## config.mk

```make
export PLATFORM = sky130hd
export DESIGN_NAME = lpc_addr_decode
export DESIGN_NICKNAME = d
export VERILOG_FILES = /design/src/rtl/lpc_addr_decode.sv
export SDC_FILE = /design/constraint.sdc
export NUM_CORES = 1
export LEC_CHECK = 0
export ABC_AREA = 1
export BUFFER_PORTS_ARGS = -buffer_cell sky130_fd_sc_hd__buf_4
export CAP_MARGIN = 10
export CORE_MARGIN = 5
export CORE_UTILIZATION = 45
export DETAILED_ROUTE_END_ITERATION = 6
export PLACE_DENSITY = 0.89
export SKIP_CTS_REPAIR_TIMING = 1
export SLEW_MARGIN = 20
export SYNTH_ARGS = -nofsm -noshare
export SYNTH_HDL_FRONTEND = slang
export SYNTH_SLANG_ARGS = --single-unit
```

## constraint.sdc

```tcl
create_clock -name clk -period 1.8 [get_ports clk]
set_clock_uncertainty 0.1 [all_clocks]
set_input_delay 0.18 -clock clk [delete_from_list [all_inputs] [get_ports clk]]
set_output_delay 0.18 -clock clk [all_outputs]
set_load 0.01 [all_outputs]
```

## src/rtl/lpc_addr_decode.sv

```systemverilog
module lpc_addr_decode #(
  parameter int SYNC_STAGES = 2,
  parameter logic [7:0] IO_EN_DW = 8'hE4,
  parameter logic [7:0] FW_EN_DW = 8'hE0
) (
  input  logic        clk,
  input  logic        rst_n,
  input  logic        pwr_good,
  input  logic        fw_absent_strap,
  input  logic [7:0]  cfg_addr,
  input  logic        cfg_wr,
  input  logic [3:0]  cfg_be,
  input  logic [31:0] cfg_wdata,
  output logic [31:0] cfg_rdata,
  input  logic        req_valid,
  input  logic        req_is_io,
  input  logic [31:0] req_addr,
  output logic        route_lpc,
  output logic [4:0]  hit_code
);
  localparam int IO_BITS = 13;
  localparam logic [4:0] NO_HIT = 5'h1F;

  logic [IO_BITS-1:0] io_en;
  logic [7:0]         fw_en;
  logic [SYNC_STAGES-1:0] pg_sync;
  logic               pg_seen;
  logic               pg_rise;

  wire sel_io = cfg_addr[7:2] == IO_EN_DW[7:2];
  wire sel_fw = cfg_addr[7:2] == FW_EN_DW[7:2];

  always_ff @(posedge clk or negedge rst_n)
    if (!rst_n) begin
      pg_sync <= '0;
      pg_seen <= 1'b0;
    end else begin
      pg_sync <= {pg_sync[SYNC_STAGES-2:0], pwr_good};
      pg_seen <= pg_sync[SYNC_STAGES-1];
    end

  assign pg_rise = pg_sync[SYNC_STAGES-1] & ~pg_seen;

  always_ff @(posedge clk or negedge rst_n)
    if (!rst_n) begin
      io_en <= '0;
    end else if (cfg_wr && sel_io) begin
      if (cfg_be[2]) io_en[7:0]  <= cfg_wdata[23:16];
      if (cfg_be[3]) io_en[12:8] <= cfg_wdata[28:24];
    end

  always_ff @(posedge clk or negedge rst_n)
    if (!rst_n)
      fw_en <= '0;
    else if (pg_rise)
      fw_en <= fw_absent_strap ? 8'h00 : 8'hFF;
    else if (cfg_wr && sel_fw && cfg_be[3])
      fw_en <= cfg_wdata[31:24];

  always_comb begin
    cfg_rdata = '0;
    if (sel_io) cfg_rdata[28:16] = io_en;
    else if (sel_fw) cfg_rdata[31:24] = fw_en;
  end

  wire [15:0] p = req_addr[15:0];
  wire io_ok = req_is_io && req_addr[31:16] == 16'h0;
  logic [IO_BITS-1:0] io_match;

  assign io_match[0]  = p >= 16'h3F8 && p <= 16'h3FF;
  assign io_match[1]  = p >= 16'h2F8 && p <= 16'h2FF;
  assign io_match[2]  = p >= 16'h378 && p <= 16'h37F;
  assign io_match[3]  = (p >= 16'h3F0 && p <= 16'h3F5) || p == 16'h3F7;
  assign io_match[4]  = p >= 16'h220 && p <= 16'h233;
  assign io_match[5]  = p == 16'h330 || p == 16'h331;
  assign io_match[6]  = p >= 16'h388 && p <= 16'h38B;
  assign io_match[7]  = p >= 16'h200 && p <= 16'h20F;
  assign io_match[8]  = p == 16'h60 || p == 16'h64;
  assign io_match[9]  = p >= 16'h530 && p <= 16'h537;
  assign io_match[10] = p == 16'h62 || p == 16'h66;
  assign io_match[11] = p == 16'h2E || p == 16'h2F;
  assign io_match[12] = p == 16'h4E || p == 16'h4F;

  wire [12:0] hi = req_addr[31:19];
  wire fw6_match = hi == 13'h1FFE || hi == 13'h1FF6;
  wire fw7_match = hi == 13'h1FFF || hi == 13'h1FF7 || req_addr[31:17] == 15'h0007;

  wire [IO_BITS-1:0] io_hits = io_match & io_en & {IO_BITS{io_ok & req_valid}};
  wire mem_cyc = req_valid & ~req_is_io;
  wire fw6_hit = mem_cyc & fw6_match & fw_en[6];
  wire fw7_hit = mem_cyc & fw7_match & fw_en[7];

  always_comb begin
    hit_code = NO_HIT;
    if (fw7_hit) hit_code = 5'd17;
    if (fw6_hit) hit_code = 5'd16;
    for (int i = IO_BITS - 1; i >= 0; i--)
      if (io_hits[i]) hit_code = 5'(i);
  end

  assign route_lpc = hit_code != NO_HIT;

  p_reserved_zero_r2: assert property (@(posedge clk) disable iff (!rst_n)
    sel_io |-> cfg_rdata[31:29] == 3'b0);
  p_write_lane_r4: assert property (@(posedge clk) disable iff (!rst_n)
    (cfg_wr && sel_io && cfg_be[2]) |=> io_en[7:0] == $past(cfg_wdata[23:16]));
  p_no_hit_quiet_r7: assert property (@(posedge clk) disable iff (!rst_n)
    !req_valid |-> (!route_lpc && hit_code == NO_HIT));
  p_mem_codes_r8: assert property (@(posedge clk) disable iff (!rst_n)
    (route_lpc && !req_is_io) |-> (hit_code == 5'd16 || hit_code == 5'd17));
  p_io_codes_r8: assert property (@(posedge clk) disable iff (!rst_n)
    (route_lpc && req_is_io) |-> hit_code < 5'd13);
  p_strap_load_r9: assert property (@(posedge clk) disable iff (!rst_n)
    pg_rise |=> fw_en == ($past(fw_absent_strap) ? 8'h00 : 8'hFF));
  p_strap_ignored_r10: assert property (@(posedge clk) disable iff (!rst_n)
    (!pg_rise && !(cfg_wr && sel_fw && cfg_be[3])) |=> $stable(fw_en));
endmodule

```

==> flow_metrics.tcl, run 1 <==
set metrics [dict create \
    status "finished, violations left" \
    violations "negative setup slack" \
    whs_path_depth 3 \
    cts.clk_slew.worst_paths_ns 0.07 \
    drc 0 \
    rsz0062_at_grt "yes" \
    final_nets 522 \
    r2r-start "pg_seen$_DFF_PN0_" \
    avgSynthCellArea_um2 6.252 \
    instances_no_fill 492 \
    ant_nets 0 \
    netlist_top_cells_area "dfrtp_1 28%, nand2_1 11%, nor2_1 10%, inv_1 10%, buf_4 5.6%" \
    crit_arrival_ns 1.54 \
    first_global_vias 2247 \
    die_h_um 78.94 \
    wl_per_cell_um 12.25 \
    met1_length_um 2477 \
    netlist_instances 342 \
    cts_buffers 3 \
    cp-end-kind "primary output" \
    layout_common_cells "93 x buf_4, 59 x nor2_1, 58 x nand2_1, 55 x inv_1, 24 x dfrtp_1" \
    synth_warnings 0 \
    path_max_fanout 2 \
    fp.coreArea_um2 4661 \
    peakVddDrop_v 0.0006442 \
    h-tree-depth 1 \
    grt_max_degree 25 \
    dp_hpwl_um 5121 \
    ys_seq_area_frac 0.2809 \
    reg2reg_to "fw_en[0]$_DFFE_PN0P_" \
    cts_tree "done" \
    routed.top_layer "met4" \
    die-width_um 78.94 \
    drive_above_1_share 0.3379 \
    track_usage 0.1877 \
    crit_buf_inv 1 \
    port_buffers 84 \
    dr_wl_met3_um 409 \
    power_mw 1.327 \
    crit_cells 11 \
    first_pass_iters 4 \
    area.growth.synth_to_final_pct 39.26 \
    critPathMaxStageDelay_ns 0.38 \
    synth_area_um2 2138 \
    slew_viol_final 0 \
    final_common_cell "buf_4" \
    synth_cell_type_count 29 \
    cp-start-kind "flop" \
    crit_path_start "io_en[11]$_DFFE_PN0P_" \
    wl_um 6029 \
    vias_per_cell 4.848 \
    yosysTopAreaCell "dfrtp_1" \
    ff2ff_path_depth 5 \
    grt_pass1_wl_um 9708 \
    diodes 0 \
    rows 25 \
    p_per_area_nw_per_um2 445.7 \
    ff2ff_setup_slack_ns 0.40 \
    cpLargestDelayFamily "simple AND/OR/NAND/NOR gates" \
    period_share 1.010 \
    ioPinCount 121 \
    post-place-cells 484 \
    leakagePower_nw 1.701 \
    antenna_found_initial 0 \
    grt-ovfl-total 0 \
    critPathSlowestCell "dfrtp_1" \
    route.met2.wl_um 3043 \
    drt-initial-drc-count 155 \
    critical_path_class "reg2out" \
    fmax_mhz 550.3 \
    worstSkewPairLatency_ns 0.26 \
    clk_path_buf_depth 2 \
    finalWeightedCongestion 0.9141 \
    cts_root_buffer "clkbuf_8" \
    synth_top_area_share 0.2809 \
    post-route-min-period_ns 1.817 \
    worstPathCellList "nand3_1 -> nor2_1 -> nand3_1 -> nor2_1 -> a21oi_2 -> nand2_1 -> nor2_2 -> nand2_1 -> nor2_2 -> nand2_1 -> buf_6" \
    min_path_type "in2reg" \
    cts_sinks 24 \
    hp-start "cfg_wdata[18]" \
    cp-endpoint "route_lpc" \
    setup_viol 1 \
    cp.required_ns 1.52 \
    start_util 0.4588 \
    fin_ws_ns -0.01719 \
    crit_top_cell "nand2_1" \
    ys_seq_elements 24 \
    via_count 2385 \
    fin_setup_tns_ns -0.01719 \
    dieArea_um2 6231 \
    maxCapViolations 0 \
    finalHoldViolCount 0 \
]
[how the worst min path moves through the flow]
stage,endpoint
3_5_place_dp,io_en[5]$_DFFE_PN0P_
5_1_grt,fw_en[7]$_DFFE_PN0P_
4_1_cts,io_en[10]$_DFFE_PN0P_
6_report,io_en[2]$_DFFE_PN0P_
2_1_floorplan,fw_en[0]$_DFFE_PN0P_
3_3_place_gp,io_en[3]$_DFFE_PN0P_
[tightest hold or removal path, delay by kind of cell]
family | cells | cell delay (ns)
AO/OA/AOI/OAI | 1 | 0.10
buffers and inverters | 1 | 0.08
AND/OR/NAND/NOR | 1 | 0.03
[Yosys cell counts, drive strengths merged]
library cell	count
nor2	76
nand2	68
inv	64
dfrtp	24
nand3	23
o21ai	23
buf	17
a21oi	11
nand4	10
nor3	9
nor4	5
a31oi	3
o22ai	3
clkbuf	2
a31o	1
clkinv	1
conb	1
nand3b	1
[sequential cells by signal, indices dropped and copies added, names as in the netlist]
register  count
io_en        13
fw_en         8
pg_sync       2
pg_seen       1
[area by class of cell]
cell class,count,area (um2)
Timing Repair Buffer,96,729.5
Multi-Input combinational cell,249,1281
Tap cell,54,67.56
Fill cell,452,1683
Inverter,65,244.0
Clock buffer,4,55.05
Sequential cell,24,600.6
[per-layer routing]
layer  GRT usage  up-vias
li1            -     1237
met1      0.2383     1060
met2      0.3328       78
met3     0.02154       10
met4     0.05842        0
met5           0        -
[kinds of logic after synthesis]
group           count (synthesis)  synth area share
flops                          24            0.2809
compound gates                 41            0.1012
buf+inv                        84            0.1761
simple gates                  192            0.4400
other cells                     1          0.001754
[where the power goes]
part,total [mW],switching (mW),internal (mW)
Sequential,0.618,0.0263,0.591
Clock,0.349,0.155,0.195
Combinational,0.360,0.197,0.163
Total,1.33,0.378,0.949
[through the flow]
step / hold WS [ns] / util / setup WS [ns] / cell area, um2
after floorplan: -0.2156 / - / 0.3125 / 2195
after global placement: -0.01182 / 0.6051 / 0.03960 / 2820
after detailed placement: -0.008060 / 0.6051 / -0.009534 / 2820
after CTS: -0.2923 / 0.6169 / -0.1442 / 2875
after global routing: 0.08522 / 0.6389 / -0.1201 / 2978
final: 0.07176 / 0.6389 / -0.01719 / 2978
(Power assumes the default switching activity.)
==> run 2, diff against run 1 <==
--- a/config.mk
+++ b/config.mk
@@ -9,9 +9,9 @@
 export BUFFER_PORTS_ARGS = -buffer_cell sky130_fd_sc_hd__buf_4
 export CAP_MARGIN = 10
 export CORE_MARGIN = 5
-export CORE_UTILIZATION = 45
+export CORE_UTILIZATION = 48
 export DETAILED_ROUTE_END_ITERATION = 6
-export PLACE_DENSITY = 0.89
+export PLACE_DENSITY = 0.94
 export SKIP_CTS_REPAIR_TIMING = 1
 export SLEW_MARGIN = 20
 export SYNTH_ARGS = -nofsm -noshare
==> constraint.sdc (replaced) <==
create_clock -name clk -period 2.2 [get_ports clk]
set_clock_uncertainty 0.1 [all_clocks]
set_input_delay 0.22 -clock clk [delete_from_list [all_inputs] [get_ports clk]]
set_output_delay 0.22 -clock clk [all_outputs]
set_load 0.01 [all_outputs]
==> run 2 against run 1 <==
The flow now finishes without violations. Non-clock buffer count down 9. Total power down 19%. Critical path depth unchanged. Combinational power down 23%. First-iteration DRC count down 14%. Critical endpoint unchanged. Highest routed layer unchanged.
==> flow_metrics.tcl, run 2 (synthesized netlist as in run 1, its figures left out) <==
set metrics [dict create \
    peakVddDrop_v 0.0004256 \
    crit_top_cell "nand2_1" \
    r2r-start "pg_seen$_DFF_PN0_" \
    crit_arrival_ns 1.64 \
    drt-initial-drc-count 133 \
    grt_max_degree 25 \
    slew_headroom 0.6212 \
    diodes 0 \
    vias_per_cell 4.992 \
    rsz0062_at_grt "no" \
    critical_path_class "reg2out" \
    final_common_cell "buf_4" \
    rows 24 \
    setup_viol 0 \
    critPathMaxStageDelay_ns 0.40 \
    ff2ff_setup_slack_ns 0.68 \
    layout_common_cells "85 x buf_4, 60 x nand2_1, 59 x nor2_1, 57 x inv_1, 24 x dfrtp_1" \
    track_usage 0.1970 \
    first_global_vias 2342 \
    whs_path_depth 3 \
    finalHoldViolCount 0 \
    min_path_type "in2reg" \
    final_nets 513 \
    cts_sinks 24 \
    maxCapViolations 0 \
    top_register "io_en" \
    start_util 0.4945 \
    finalWeightedCongestion 0.9230 \
    post-route-min-period_ns 1.961 \
    cts_root_buffer "clkbuf_8" \
    grt_pass1_wl_um 9846 \
    die-width_um 76.75 \
    worst_slew_pin_slew_ns 0.5666 \
    cp.required_ns 1.88 \
    drive_above_1_share 0.2984 \
    cp-end-kind "primary output" \
    ff2ff_path_depth 5 \
    drc 0 \
    swShare 0.2849 \
    p_clk_frac 0.270 \
    cts.clk_slew.worst_paths_ns 0.08 \
    status "finished clean" \
    ant_nets 0 \
    worstSkewPairLatency_ns 0.26 \
    power.switching_mw 0.3056 \
    port_buffers 84 \
    cts_tree "done" \
    area.growth.synth_to_final_pct 32.83 \
    wl_per_cell_um 12.41 \
    p_int_mw 0.7671 \
    path_max_fanout 3 \
    hold_end "io_en[2]$_DFFE_PN0P_" \
    reg2reg_to "fw_en[0]$_DFFE_PN0P_" \
    first_pass_iters 5 \
    p_per_area_nw_per_um2 377.7 \
    cp-start-kind "flop" \
    worstPathCellList "nand3_1 -> nor2_1 -> nand3_1 -> nor2_1 -> a21oi_1 -> nand2_1 -> nor2_2 -> nand2_1 -> nor2_2 -> nand2_1 -> buf_4" \
    period_share 0.8915 \
    largest_register_ffs 13 \
    antenna_found_initial 0 \
    hp-start "cfg_wdata[18]" \
    critPathSlowestCell "dfrtp_1" \
    cts_buffers 3 \
    h-tree-depth 1 \
    grt-ovfl-total 0 \
    p_seq_frac 0.471 \
    fp.coreArea_um2 4324 \
    wl_um 5970 \
    via_count 2401 \
    dieArea_um2 5890 \
    dp_hpwl_um 5023 \
    slew_viol_final 0 \
    top_regs "io_en: 13 flops, fw_en: 8 flops, pg_sync: 2 flops" \
    leakagePower_nw 1.632 \
    clk_path_buf_depth 2 \
    fin_setup_tns_ns 0 \
    pre_cts_ws_ns 0.3036 \
    ioPinCount 121 \
    fmax_mhz 509.9 \
    fin_ws_ns 0.2388 \
    die_h_um 76.75 \
    p_comb_frac 0.259 \
]
==> run 2: cell count changes in the layout (fill, tap and decap cells not counted), sizes merged <==
cell / change
buf: -9
==> run 2: power groups by stage <==
stage	Sequential (mW)	Combinational [mW]	Clock, mW
floorplan	0.507	0.155	0
global placement	0.512	0.266	0
detailed placement	0.514	0.273	0
CTS	0.505	0.275	0.295
global route	0.510	0.314	0.310
finish	0.506	0.278	0.289
==> run 2: critical path, delay by kind of cell, from the launching register on <==
kind,cells,cell delay [ns]
AND/OR/NAND/NOR,9,0.64
flip-flops,1,0.40
buffers and inverters,1,0.14
AO/OA/AOI/OAI,1,0.20
==> run 2: stage by stage <==
step / util / power [mW] / std cells / hold slack (ns) / instance area (um2)
2_1_floorplan: - / 0.6619 / 357 / -0.1756 / 2195
3_3_place_gp: 0.6395 / 0.7780 / 475 / 0.02767 / 2765
3_5_place_dp: 0.6395 / 0.7866 / 475 / 0.03013 / 2765
4_1_cts: 0.6522 / 1.075 / 479 / -0.2550 / 2820
5_1_grt: 0.6568 / 1.134 / 481 / 0.1081 / 2840
6_report: 0.6568 / 1.073 / 481 / 0.1050 / 2840
==> run 2: routing by layer <==
layer	share of wire	track usage	wire length (um)
met5	0	0	0
met4	0.019	0.06294	112
met3	0.066	0.02459	397
met2	0.51	0.3557	3029
met1	0.41	0.2398	2431
==> run 2: area by class of cell <==
class / instances / area (um2)
timing repair buffer: 87 / 658.1
tap: 52 / 65.06
sequential: 24 / 600.6
multi-input combinational: 249 / 1217
inverter: 65 / 244.0
clock buffer: 4 / 55.05
fill: 402 / 1484
==> run 2: how the worst max path moves through the flow <==
stage	startpoint	to	depth (start not counted)
detailed placement	req_addr[11]	route_lpc	12
CTS	io_en[11]$_DFFE_PN0P_	route_lpc	11
global route	io_en[5]$_DFFE_PN0P_	route_lpc	9
finish	io_en[11]$_DFFE_PN0P_	route_lpc	11
global placement	req_addr[11]	route_lpc	12
floorplan	req_addr[12]	route_lpc	12
==> run 3, diff against run 2 <==
--- a/config.mk
+++ b/config.mk
@@ -6,7 +6,7 @@
 export NUM_CORES = 1
 export LEC_CHECK = 0
 export ABC_AREA = 1
-export BUFFER_PORTS_ARGS = -buffer_cell sky130_fd_sc_hd__buf_4
+export BUFFER_PORTS_ARGS = -buffer_cell sky130_fd_sc_hd__buf_2
 export CAP_MARGIN = 10
 export CORE_MARGIN = 5
 export CORE_UTILIZATION = 48
==> run 3 against run 2 <==
Clock-buffer cell count is the same. Fmax grew 2.2%. Sequential share of layout area grew 1.7 points. Critical path type unchanged. Highest routed layer unchanged. Flip-flop and latch count is the same. Sequential power is essentially flat. Worst setup slack gained 0.042 ns. Clock power grew 2%. Largest cell class unchanged. Wire length shrank 3.1%. Cell count is the same. First-iteration DRC count grew 26%. Worst hold slack lost 0.0055 ns.
==> flow_metrics.tcl, run 3 (synthesized netlist as in run 1, its figures left out) <==
set metrics [dict create \
    path_max_fanout 3 \
    drc 0 \
    timing.hold.ws_ns 0.09949 \
    post-place-cells 475 \
    layout_common_cells "84 x buf_2, 60 x nand2_1, 59 x nor2_1, 57 x inv_1, 24 x dfrtp_1" \
    seqCellArea_um2 600.6 \
    crit_top_cell "nand2_1" \
    critical_path_class "reg2out" \
    h-tree-depth 1 \
    hold_end "io_en[7]$_DFFE_PN0P_" \
    min_path_type "in2reg" \
    post-route-min-period_ns 1.919 \
    slew_headroom 0.6229 \
    gr-max-usage-layer "met2" \
    cts_root_buffer "clkbuf_8" \
    use_met1 0.2406 \
    p_per_area_nw_per_um2 397.9 \
    slew_viol_final 0 \
    vias_per_cell 4.854 \
    fin_area_um2 2630 \
    final_nets 513 \
    area.growth.synth_to_final_pct 23.00 \
    final_util 0.6082 \
    dpl_cell_area_um2 2555 \
    power_mw 1.046 \
    crit_arrival_ns 1.60 \
    largest_register_ffs 13 \
    fin_ws_ns 0.2812 \
    multi_input_area_um2 1217 \
    cts_tree "done" \
    grt-ovfl-total 0 \
    ioPinCount 121 \
    maxCapViolations 0 \
    first_pass_iters 4 \
    port_buffers 84 \
    antenna_found_initial 0 \
    top_register "io_en" \
    rsz0062_at_grt "no" \
    fmax_mhz 521.2 \
    grt_pass1_wl_um 9556 \
    cts.clk_slew.worst_paths_ns 0.08 \
    whs_path_depth 3 \
    first_global_vias 2244 \
    cts_buffers 3 \
    fp.coreArea_um2 4324 \
    fin_setup_tns_ns 0 \
    reg2reg_to "fw_en[6]$_DFFE_PN0P_" \
    dieArea_um2 5890 \
    gr-usage-met3 0.03279 \
    track_usage 0.1900 \
    cp-start-kind "flop" \
    wl_per_cell_um 12.03 \
    final_common_cell "buf_2" \
    instances_no_fill 481 \
    drive_above_1_share 0.2984 \
    diodes 0 \
    worstPathCellList "nand3_1 -> nor2_1 -> nand3_1 -> nor2_1 -> a21oi_1 -> nand2_1 -> nor2_2 -> nand2_1 -> nor2_2 -> nand2_1 -> buf_2" \
    dp_hpwl_um 4957 \
    clk_path_buf_depth 2 \
    die_h_um 76.75 \
    leakagePower_nw 1.571 \
    hp-start "cfg_wdata[23]" \
    worst_slew_pin_slew_ns 0.5640 \
    critPathMaxStageDelay_ns 0.41 \
    cts_sinks 24 \
    grt_max_degree 25 \
    drt-initial-drc-count 167 \
    fillers 417 \
    peakVddDrop_v 0.0005611 \
    ff2ff_path_depth 4 \
    rows 24 \
    ff2ff_setup_slack_ns 0.69 \
    critPathSlowestCell "dfrtp_1" \
    cp-end-kind "primary output" \
    via_count 2335 \
    setup_viol 0 \
    start_util 0.4945 \
    die-width_um 76.75 \
    finalHoldViolCount 0 \
    grt.met2_usage 0.3243 \
    top_regs "io_en: 13 flops, fw_en: 8 flops, pg_sync: 2 flops" \
    finalWeightedCongestion 0.8859 \
    status "finished clean" \
    wl_um 5787 \
    period_share 0.8722 \
    pre_cts_ws_ns 0.2956 \
    worstSkewPairLatency_ns 0.26 \
    ant_nets 0 \
    r2r-start "pg_seen$_DFF_PN0_" \
    cp.required_ns 1.88 \
]
-- run 3: critical path, delay by kind of cell (launching register included) --
| family | cells | cell delay (ns) |
|---|---|---|
| compound gates | 1 | 0.18 |
| simple gates | 9 | 0.62 |
| flops | 1 | 0.41 |
| buf+inv | 1 | 0.13 |
-- run 3: report_power, final --
group | switching, mW | internal (mW)
combinational | 0.153 | 0.0915
sequential | 0.0215 | 0.484
clock | 0.136 | 0.160
total | 0.311 | 0.735
-- run 3: area by class of cell --
cell class,count,area share
inverters,65,0.09277
clock buffers,4,0.02093
well taps,52,0.02474
multi-input cells,249,0.4629
repair buffers,87,0.1703
flip-flops and latches,24,0.2284
-- run 3: metal layers --
metal,up-vias,share of wire,routed length [um]
li1,1214,-,-
met1,1022,0.42,2408
met2,89,0.48,2792
met3,10,0.082,474
met4,0,0.019,110
met5,-,0,0
-- run 3: worst max path at each step --
| stage | slack, ns | from | depth (start not counted) | end |
|---|---|---|---|---|
| floorplan | 0.63 | req_addr[12] | 12 | route_lpc |
| CTS | 0.28 | io_en[11]$_DFFE_PN0P_ | 11 | route_lpc |
| global route | 0.12 | req_addr[11] | 12 | route_lpc |
| detailed placement | 0.30 | req_addr[11] | 12 | route_lpc |
| finish | 0.28 | io_en[11]$_DFFE_PN0P_ | 11 | route_lpc |
| global placement | 0.34 | req_addr[27] | 13 | route_lpc |
